$ cat config.mk
export PLATFORM = sky130hd
export DESIGN_NAME = cr_sp_arbiter
export DESIGN_NICKNAME = d
export VERILOG_FILES = /design/src/rtl/cr_arb_pkg.sv /design/src/rtl/cr_rst_sync.sv /design/src/rtl/cr_cfg_regs.sv /design/src/rtl/cr_credit_unit.sv /design/src/rtl/cr_prio_pick.sv /design/src/rtl/cr_sp_arbiter.sv
export SDC_FILE = /design/constraint.sdc
export NUM_CORES = 1
export LEC_CHECK = 0
export BUFFER_PORTS_ARGS = -buffer_cell sky130_fd_sc_hd__buf_2
export CORE_MARGIN = 5
export CORE_UTILIZATION = 25
export DETAILED_ROUTE_END_ITERATION = 16
export PLACE_DENSITY_LB_ADDON = 0.05
export SETUP_SLACK_MARGIN = 0.02
export SLEW_MARGIN = 20
export SYNTH_ARGS = -nofsm -noshare
export SYNTH_HDL_FRONTEND = slang
export SYNTH_HIERARCHICAL = 1
export SYNTH_SLANG_ARGS = --single-unit
$ cat constraint.sdc
create_clock -name clk -period 11.32 [get_ports clk]
set_input_delay 2.264 -clock clk [delete_from_list [all_inputs] [get_ports clk]]
set_output_delay 2.264 -clock clk [all_outputs]
set_load 0.02 [all_outputs]
$ cat src/rtl/cr_arb_pkg.sv
package cr_arb_pkg;

  localparam int CFG_FLD_W = 2;

  typedef enum logic [CFG_FLD_W-1:0] {
    FLD_NUM  = 2'd0,
    FLD_DEN  = 2'd1,
    FLD_CEIL = 2'd2,
    FLD_RSVD = 2'd3
  } cfg_fld_e;

endpackage

$ cat src/rtl/cr_rst_sync.sv
module cr_rst_sync (
  input  logic clk,
  input  logic rst_n,
  output logic rst_sync_n
);

  logic [1:0] stage_q;

  always_ff @(posedge clk or negedge rst_n) begin
    if (!rst_n) stage_q <= 2'b00;
    else        stage_q <= {stage_q[0], 1'b1};
  end

  assign rst_sync_n = stage_q[1];

endmodule

$ cat src/rtl/cr_cfg_regs.sv
module cr_cfg_regs
  import cr_arb_pkg::*;
#(
  parameter int N_REQ  = 4,
  parameter int CRED_W = 8,
  parameter int IDX_W  = 2
) (
  input  logic                           clk,
  input  logic                           rst_n,
  input  logic                           we_i,
  input  logic [IDX_W-1:0]               idx_i,
  input  logic [CFG_FLD_W-1:0]           fld_i,
  input  logic [CRED_W-1:0]              data_i,
  output logic [N_REQ-1:0][CRED_W-1:0]   num_o,
  output logic [N_REQ-1:0][CRED_W-1:0]   den_o,
  output logic [N_REQ-1:0][CRED_W-1:0]   ceil_o
);

  localparam logic [CRED_W-1:0] DEN_RST = CRED_W'(1);

  cfg_fld_e fld;
  assign fld = cfg_fld_e'(fld_i);

  for (genvar g = 0; g < N_REQ; g++) begin : g_req
    localparam logic [IDX_W-1:0] MY_IDX = IDX_W'(g);

    logic              hit;
    logic              num_en, den_en, ceil_en;
    logic [CRED_W-1:0] num_q, den_q, ceil_q;

    always_comb begin
      hit     = we_i && (idx_i == MY_IDX);
      num_en  = hit && (fld == FLD_NUM);
      den_en  = hit && (fld == FLD_DEN);
      ceil_en = hit && (fld == FLD_CEIL);
    end

    always_ff @(posedge clk or negedge rst_n) begin
      if (!rst_n) begin
        num_q  <= '0;
        den_q  <= DEN_RST;
        ceil_q <= '0;
      end else begin
        if (num_en)  num_q  <= data_i;
        if (den_en)  den_q  <= data_i;
        if (ceil_en) ceil_q <= data_i;
      end
    end

    assign num_o[g]  = num_q;
    assign den_o[g]  = den_q;
    assign ceil_o[g] = ceil_q;
  end

endmodule

$ cat src/rtl/cr_credit_unit.sv
module cr_credit_unit #(
  parameter int CRED_W = 8
) (
  input  logic              clk,
  input  logic              rst_n,
  input  logic              slot_i,
  input  logic              req_i,
  input  logic              win_i,
  input  logic [CRED_W-1:0] num_i,
  input  logic [CRED_W-1:0] den_i,
  input  logic [CRED_W-1:0] ceil_i,
  output logic              elig_o
);

  logic [CRED_W-1:0] credit_q;
  logic [CRED_W-1:0] credit_d;
  logic [CRED_W-1:0] cost;
  logic [CRED_W-1:0] after_use;
  logic [CRED_W:0]   grown;

  always_comb begin
    elig_o    = req_i && (credit_q >= den_i);
    cost      = win_i ? den_i : '0;
    after_use = credit_q - cost;
    grown     = {1'b0, after_use} + {1'b0, num_i};
    if (grown > {1'b0, ceil_i}) credit_d = ceil_i;
    else                        credit_d = grown[CRED_W-1:0];
  end

  always_ff @(posedge clk or negedge rst_n) begin
    if (!rst_n)      credit_q <= '0;
    else if (slot_i) credit_q <= credit_d;
  end

endmodule

$ cat src/rtl/cr_prio_pick.sv
module cr_prio_pick #(
  parameter int N_REQ = 4
) (
  input  logic [N_REQ-1:0] elig_i,
  output logic [N_REQ-1:0] pick_o,
  output logic             any_o
);

  logic [N_REQ:0] blocked;

  always_comb begin
    blocked[0] = 1'b0;
    for (int k = 0; k < N_REQ; k++) begin
      pick_o[k]     = elig_i[k] && !blocked[k];
      blocked[k+1]  = blocked[k] || elig_i[k];
    end
    any_o = blocked[N_REQ];
  end

endmodule

$ cat src/rtl/cr_sp_arbiter.sv
module cr_sp_arbiter #(
  parameter int N_REQ  = 4,
  parameter int CRED_W = 8,
  parameter int IDX_W  = (N_REQ > 1) ? $clog2(N_REQ) : 1
) (
  input  logic              clk,
  input  logic              rst_n,
  input  logic              slot_i,
  input  logic [N_REQ-1:0]  req_i,
  input  logic              cfg_we_i,
  input  logic [IDX_W-1:0]  cfg_idx_i,
  input  logic [1:0]        cfg_fld_i,
  input  logic [CRED_W-1:0] cfg_data_i,
  output logic [N_REQ-1:0]  gnt_o,
  output logic              gnt_vld_o
);

  logic                         rst_sync_n;
  logic [N_REQ-1:0][CRED_W-1:0] num_w, den_w, ceil_w;
  logic [N_REQ-1:0]             elig_w;
  logic [N_REQ-1:0]             pick_w;
  logic                         any_w;
  logic [N_REQ-1:0]             win_w;
  logic [N_REQ-1:0]             gnt_q, gnt_d;
  logic                         vld_q, vld_d;

  cr_rst_sync u_rst (
    .clk        (clk),
    .rst_n      (rst_n),
    .rst_sync_n (rst_sync_n)
  );

  cr_cfg_regs #(
    .N_REQ  (N_REQ),
    .CRED_W (CRED_W),
    .IDX_W  (IDX_W)
  ) u_cfg (
    .clk    (clk),
    .rst_n  (rst_sync_n),
    .we_i   (cfg_we_i),
    .idx_i  (cfg_idx_i),
    .fld_i  (cfg_fld_i),
    .data_i (cfg_data_i),
    .num_o  (num_w),
    .den_o  (den_w),
    .ceil_o (ceil_w)
  );

  for (genvar g = 0; g < N_REQ; g++) begin : g_cred
    cr_credit_unit #(.CRED_W(CRED_W)) u_unit (
      .clk    (clk),
      .rst_n  (rst_sync_n),
      .slot_i (slot_i),
      .req_i  (req_i[g]),
      .win_i  (win_w[g]),
      .num_i  (num_w[g]),
      .den_i  (den_w[g]),
      .ceil_i (ceil_w[g]),
      .elig_o (elig_w[g])
    );
  end

  cr_prio_pick #(.N_REQ(N_REQ)) u_pick (
    .elig_i (elig_w),
    .pick_o (pick_w),
    .any_o  (any_w)
  );

  always_comb begin
    win_w = pick_w & {N_REQ{slot_i}};
    gnt_d = win_w;
    vld_d = slot_i && any_w;
  end

  always_ff @(posedge clk or negedge rst_sync_n) begin
    if (!rst_sync_n) begin
      gnt_q <= '0;
      vld_q <= 1'b0;
    end else begin
      gnt_q <= gnt_d;
      vld_q <= vld_d;
    end
  end

  assign gnt_o     = gnt_q;
  assign gnt_vld_o = vld_q;

endmodule

# Yosys cells after proc, flatten, opt, wreduce, memory -nomap -nowiden

Cells that the tools add are included.

Bits in registers: 135
Bits of input ports: 20
Output and inout bits: 5
Word-level logic and storage cells: 81

Order comparisons: 8
Add/sub/neg operators: 8
Reductions and logical operators: 32
Bitwise gates (word level): 1
Equality and inequality tests: 5
Multiplexer cells: 8

Operators by type and width:

| kind                                                            | number |
|---|---|
| 8-bit 2-to-1 mux                                                | 8 |
| 8-bit by 8-bit adder with 9-bit output                          | 4 |
| 9-bit by 8-bit greater-than comparator with 1-bit output        | 4 |
| 8-bit >= comparator                                             | 4 |
| 8-bit subtractor                                                | 4 |
| 1-bit logical AND                                               | 24 |
| 2-bit == test, second input constant                            | 3 |
| 4-bit bitwise AND                                               | 1 |
| 2-bit by 1-bit == test with 1-bit output, second input constant | 2 |
| 2-bit zero test                                                 | 2 |
| 1-bit zero test                                                 | 3 |
| 1-bit logical OR                                                | 3 |

# Logic depth before layout (Yosys ltp)

Depth after elaboration: 12
Mapped depth: 32

# Hierarchy

The synthesis kept the hierarchy.

By module, submodules not included:

| module                                 | cells each | sequential area each (um^2) | area each (um^2) | times used |
|---|---|---|---|---|
| cr_cfg_regs                            | 223        | 2407.3                      | 3772.4           | 1 |
| cr_credit_unit at g_cred[2].u_unit ... | 194        | 200.2                       | 1525.2           | 2 |
| cr_credit_unit at g_cred[1].u_unit     | 195        | 200.2                       | 1522.7           | 1 |
| cr_credit_unit at g_cred[0].u_unit     | 173        | 200.2                       | 1437.6           | 1 |
| cr_sp_arbiter                          | 10         | 125.1                       | 156.4            | 1 |
| cr_rst_sync                            | 3          | 50.0                        | 53.8             | 1 |
| cr_prio_pick                           | 5          | 0.0                         | 37.5             | 1 |

# Least setup slack after synthesis

OpenSTA, ideal clock, no wires.

Kind: input to register
Start: in req_i[0]
End: reg g_cred[3].u_unit.credit_q[7]
Library setup time: 0.120 ns
Cell stages on the path: 24
Arrival time: 6.768 ns
Slack: 4.432 ns
Data required time: 11.200 ns
Path through: o21ai_0 a21oi_1 nor4b_1 and2_1 clkbuf_1 and2_1 ha_1 fa_1 nor2b_1 o21ai_0 a21boi_0 or4_1 nand3_1 ha_1 nor4_1 o21ai_0 a21boi_0 a21o_1 ha_1 and3_2 a211oi_1 a211oi_2 a2111o_1 a31o_1

Word-level cells in the longest chain between the ends: 11

Ends and longest elaborated chain:

| item                                                     | line                 | source |
|---|---|---|
| start: declaration                                       | cr_sp_arbiter.sv:9   | `input logic [N_REQ-1:0] req_i,` |
| 1-bit logical AND *                                      | cr_credit_unit.sv:22 | `elig_o = req_i && (credit_q >= den_i);` |
| via elig_w[0]                                            | cr_sp_arbiter.sv:20  | `logic [N_REQ-1:0] elig_w;` |
| 1-bit logical OR * (2 in series)                         | cr_prio_pick.sv:15   | `blocked[k+1] = blocked[k] \|\| elig_i[k];` |
| 1-bit zero test *                                        | cr_prio_pick.sv:14   | `pick_o[k] = elig_i[k] && !blocked[k];` |
| 1-bit logical AND *                                      | cr_prio_pick.sv:14   |  |
| via pick_w[3]                                            | cr_sp_arbiter.sv:21  | `logic [N_REQ-1:0] pick_w;` |
| 4-bit bitwise AND *                                      | cr_sp_arbiter.sv:70  | `win_w = pick_w & {N_REQ{slot_i}};` |
| via gnt_d[3]                                             | cr_sp_arbiter.sv:24  | `logic [N_REQ-1:0] gnt_q, gnt_d;` |
| 8-bit 2-to-1 mux *                                       | cr_credit_unit.sv:23 | `cost = win_i ? den_i : '0;` |
| 8-bit subtractor *                                       | cr_credit_unit.sv:24 | `after_use = credit_q - cost;` |
| 8-bit by 8-bit adder with 9-bit output *                 | cr_credit_unit.sv:25 | `grown = {1'b0, after_use} + {1'b0, num_i};` |
| 9-bit by 8-bit greater-than comparator with 1-bit output | cr_credit_unit.sv:26 | `if (grown > {1'b0, ceil_i}) credit_d = ceil_i;` |
| 8-bit 2-to-1 mux *                                       | cr_credit_unit.sv:26 |  |
| end signal: assignment                                   | cr_credit_unit.sv:32 | `else if (slot_i) credit_q <= credit_d;` |
| end: declaration                                         | cr_credit_unit.sv:15 | `logic [CRED_W-1:0] credit_q;` |

Mark *: on every way through the listed nets, which the timed path passes. The rest lies on a longest branch.
A chain may end at the register's enable or synchronous reset.

# Worst setup path in the final report

Start: in slot_i
End: reg g_cred[3].u_unit.credit_q[7]

Word-level cells in the longest chain between the ends: 6

Ends and longest elaborated chain:

| item                                                     | line                 | source |
|---|---|---|
| start: declaration                                       | cr_sp_arbiter.sv:8   | `input logic slot_i,` |
| 4-bit bitwise AND *                                      | cr_sp_arbiter.sv:70  |  |
| via gnt_d[3]                                             | cr_sp_arbiter.sv:24  |  |
| 8-bit 2-to-1 mux *                                       | cr_credit_unit.sv:23 |  |
| 8-bit subtractor *                                       | cr_credit_unit.sv:24 |  |
| 8-bit by 8-bit adder with 9-bit output *                 | cr_credit_unit.sv:25 |  |
| 9-bit by 8-bit greater-than comparator with 1-bit output | cr_credit_unit.sv:26 |  |
| 8-bit 2-to-1 mux *                                       | cr_credit_unit.sv:26 |  |

Marks and branches as above.

==> results_dict.tcl <==
set metrics [dict create \
    drc 0 \
    synthArstFlopShare 1.00 \
    postCtsResizedCells 0 \
    ys_top_cells_by_area "dfrtp_1 33%, ha_1 15%, mux2_2 9.0%" \
    dp_cells 1523 \
    rows 73 \
    cts.clk_slew.worst_paths_ps 60 \
    arrival_ps 7760 \
    post_cts_buffers 0 \
    cts_tree "yes" \
    cp-end-kind "register" \
    synth.net_count 1149 \
    numClockSinks 135 \
    synth.most_common_cell "dfrtp_1" \
    antenna_found_initial 3 \
    rsz0062_at_grt "false" \
    startpoint_type "primary input" \
    clock_latency_ps 440 \
    cap_violations 0 \
    hold_buffers 0 \
    dr.pass1.iters 4 \
    skew_ps 8.93 \
    mappedNetlistArea_sq_um 10000 \
    port_buffers 24 \
    holdWs_ps 262 \
    root_buffer "clkbuf_16" \
    synth_cell_types 73 \
    seq_area_frac_synth 0.337 \
    cp_max_fo 41 \
    synth.top_cell.area_share 0.327 \
    h-tree-depth 4 \
    period_minus_slack_ps 7430 \
    maxSlewHeadroom 0.316 \
    synthToLayoutAreaGrowth_pct 13.5 \
    required_ps 11650 \
    period_share 0.656 \
    avgSynthCellArea_sq_um 10.1 \
    grt_pass1_vias 7731 \
    placed_area_sq_um 10700 \
    crit_type "primary input to register" \
    hold_class "register to asynchronous set/reset pin" \
    slew_violations 0 \
    crit_path_start "slot_i" \
    yosys_warnings 6 \
    final_net_count 1169 \
    grt_usage 0.135 \
    cts_made_buffers 17 \
    ys_ff_latch 135 \
    layout-drive-gt1-share 0.198 \
    synth_edf_count 0 \
    drt-total-wl_mm 28.6 \
    drt-initial-drc-count 311 \
    fp.dieH_microns 210 \
    rr_startpoint "u_cfg/g_req[1].den_q[0]" \
    grt_max_degree 61 \
    ys.flop_type "dfrtp_1" \
    die_area_sq_um 44200 \
    clock_path_buffers 2 \
    synthTopCellsByCount "131 x dfrtp_1, 124 x ha_1, 108 x inv_1" \
    initial_utilization 0.252 \
    postLayoutCellArea_sq_um 11400 \
    dieWidth_microns 210 \
    final_antenna_net_count 0 \
    worstMarginPinSlew_ps 1020 \
    grt_pass1_wl_mm 45.9 \
    fmax_ghz 0.135 \
    yosysTopAreaCell "dfrtp_1" \
    hpwlAfterDp_mm 21.2 \
    hold_viol 0 \
    core-area_sq_um 39700 \
    syn_inst 997 \
    vias_per_cell 4.62 \
    gp_congestion 0.757 \
    num_vias 7195 \
    run_status "finished clean" \
    grt-ovfl-total 0 \
    io_pins 25 \
    setup_violations 0 \
    wl_per_cell_microns 18.3 \
    tns_ps 0 \
    finalNonFillerCells 1556 \
]
## routing by layer
metal  routed length [microns]  part of all wire  GRT usage  vias to the layer above
met5                         0                 0          0                        -
met4                       200            0.0070     0.0290                        0
met3                       616             0.022     0.0222                       11
met2                     13300              0.47      0.220                       57
met1                     14400              0.51      0.188                     3498
li1                          -                 -          -                     3629
## cells in the final DEF (no fill, tap or decap), types with 7 or more instances in the layout
| cell type | instances |
|---|---|
| and2_1 | 9 |
| mux2_4 | 18 |
| ha_1 | 124 |
| a21o_1 | 18 |
| dfrtp_1 | 130 |
| mux2_2 | 80 |
| o2111ai_1 | 7 |
| a31oi_1 | 23 |
| inv_1 | 108 |
| fa_1 | 8 |
| nor3_1 | 7 |
| nor4_1 | 8 |
| nor3b_1 | 11 |
| a211oi_1 | 13 |
| nand3_1 | 28 |
| clkbuf_16 | 17 |
| nand2b_1 | 9 |
| o21a_1 | 10 |
| nor2b_1 | 22 |
| o21ai_0 | 59 |
| nand2_1 | 41 |
| a21oi_1 | 33 |
| mux2i_1 | 8 |
| o211ai_1 | 12 |
| nor2_1 | 45 |
| buf_2 | 24 |
| xnor2_1 | 31 |
## logic make-up after synthesis
| group | count (synthesis) | synth area share |
|---|---|---|
| compound gates | 227 | 0.157 |
| xor+xnor | 35 | 0.0306 |
| fa+ha+maj | 132 | 0.171 |
| buf+inv | 134 | 0.0526 |
| flops | 135 | 0.337 |
| mux | 106 | 0.125 |
| other cells | 1 | 0.000374 |
| simple gates | 227 | 0.127 |
## final timing paths
path / to / slack, ps / depth (start not counted)
max: g_cred[3].u_unit/credit_q[7] / 3890 / 22
min: u_cfg/g_req[2].ceil_q[7] / 260 / 0
max reg2reg: g_cred[3].u_unit/credit_q[7] / 4380 / 27
min reg2reg: u_cfg/g_req[2].ceil_q[7] / 260 / 0
max in group asynchronous: g_cred[2].u_unit/credit_q[2] / 9190 / 2
min in group clk: u_rst/stage_q[1] / 370 / 0
## metrics by stage
step,worst slack (ps),util
after detailed placement,3220,0.270
after global routing,3280,0.287
after CTS,3710,0.287
final,3890,0.287
after global placement,3140,0.270
after floorplan,4430,-
## area by class of cell
type	count	area, sq um
tap	525	657
multi-input combinational	728	6120
fill	4200	28300
inverter	108	405
clock buffer	17	425
antenna	1	2.50
sequential	135	3390
clock inverter	15	249
timing repair buffer	27	143
## registers in the layout, indices dropped and copies added (netlist names)
register / count
g_cred.u_unit/credit_q: 32
gnt_o: 4
gnt_vld_o: 1
u_cfg/g_req.ceil_q: 32
u_cfg/g_req.den_q: 32
u_cfg/g_req.num_q: 32
u_rst/stage_q: 2
## critical path: stages
cell and delay (ps):
buf_2 460, buf_4 480, and2_1 420, and2_1 190, ha_1 170, fa_1 210, nor2b_1 60, o21ai_0 190
a21boi_0 210, o211ai_1 210, nand3_1 110, ha_1 250, nor4_1 290, o21ai_0 230, a21boi_0 280, a21o_1 130
ha_1 250, and3_2 230, a211oi_1 310, a211oi_2 130, a2111o_1 420, a31o_1 220
Power is left out: the tool's default activity adds up to more than one toggle a clock period on the data nets, which glitch-free logic cannot reach.
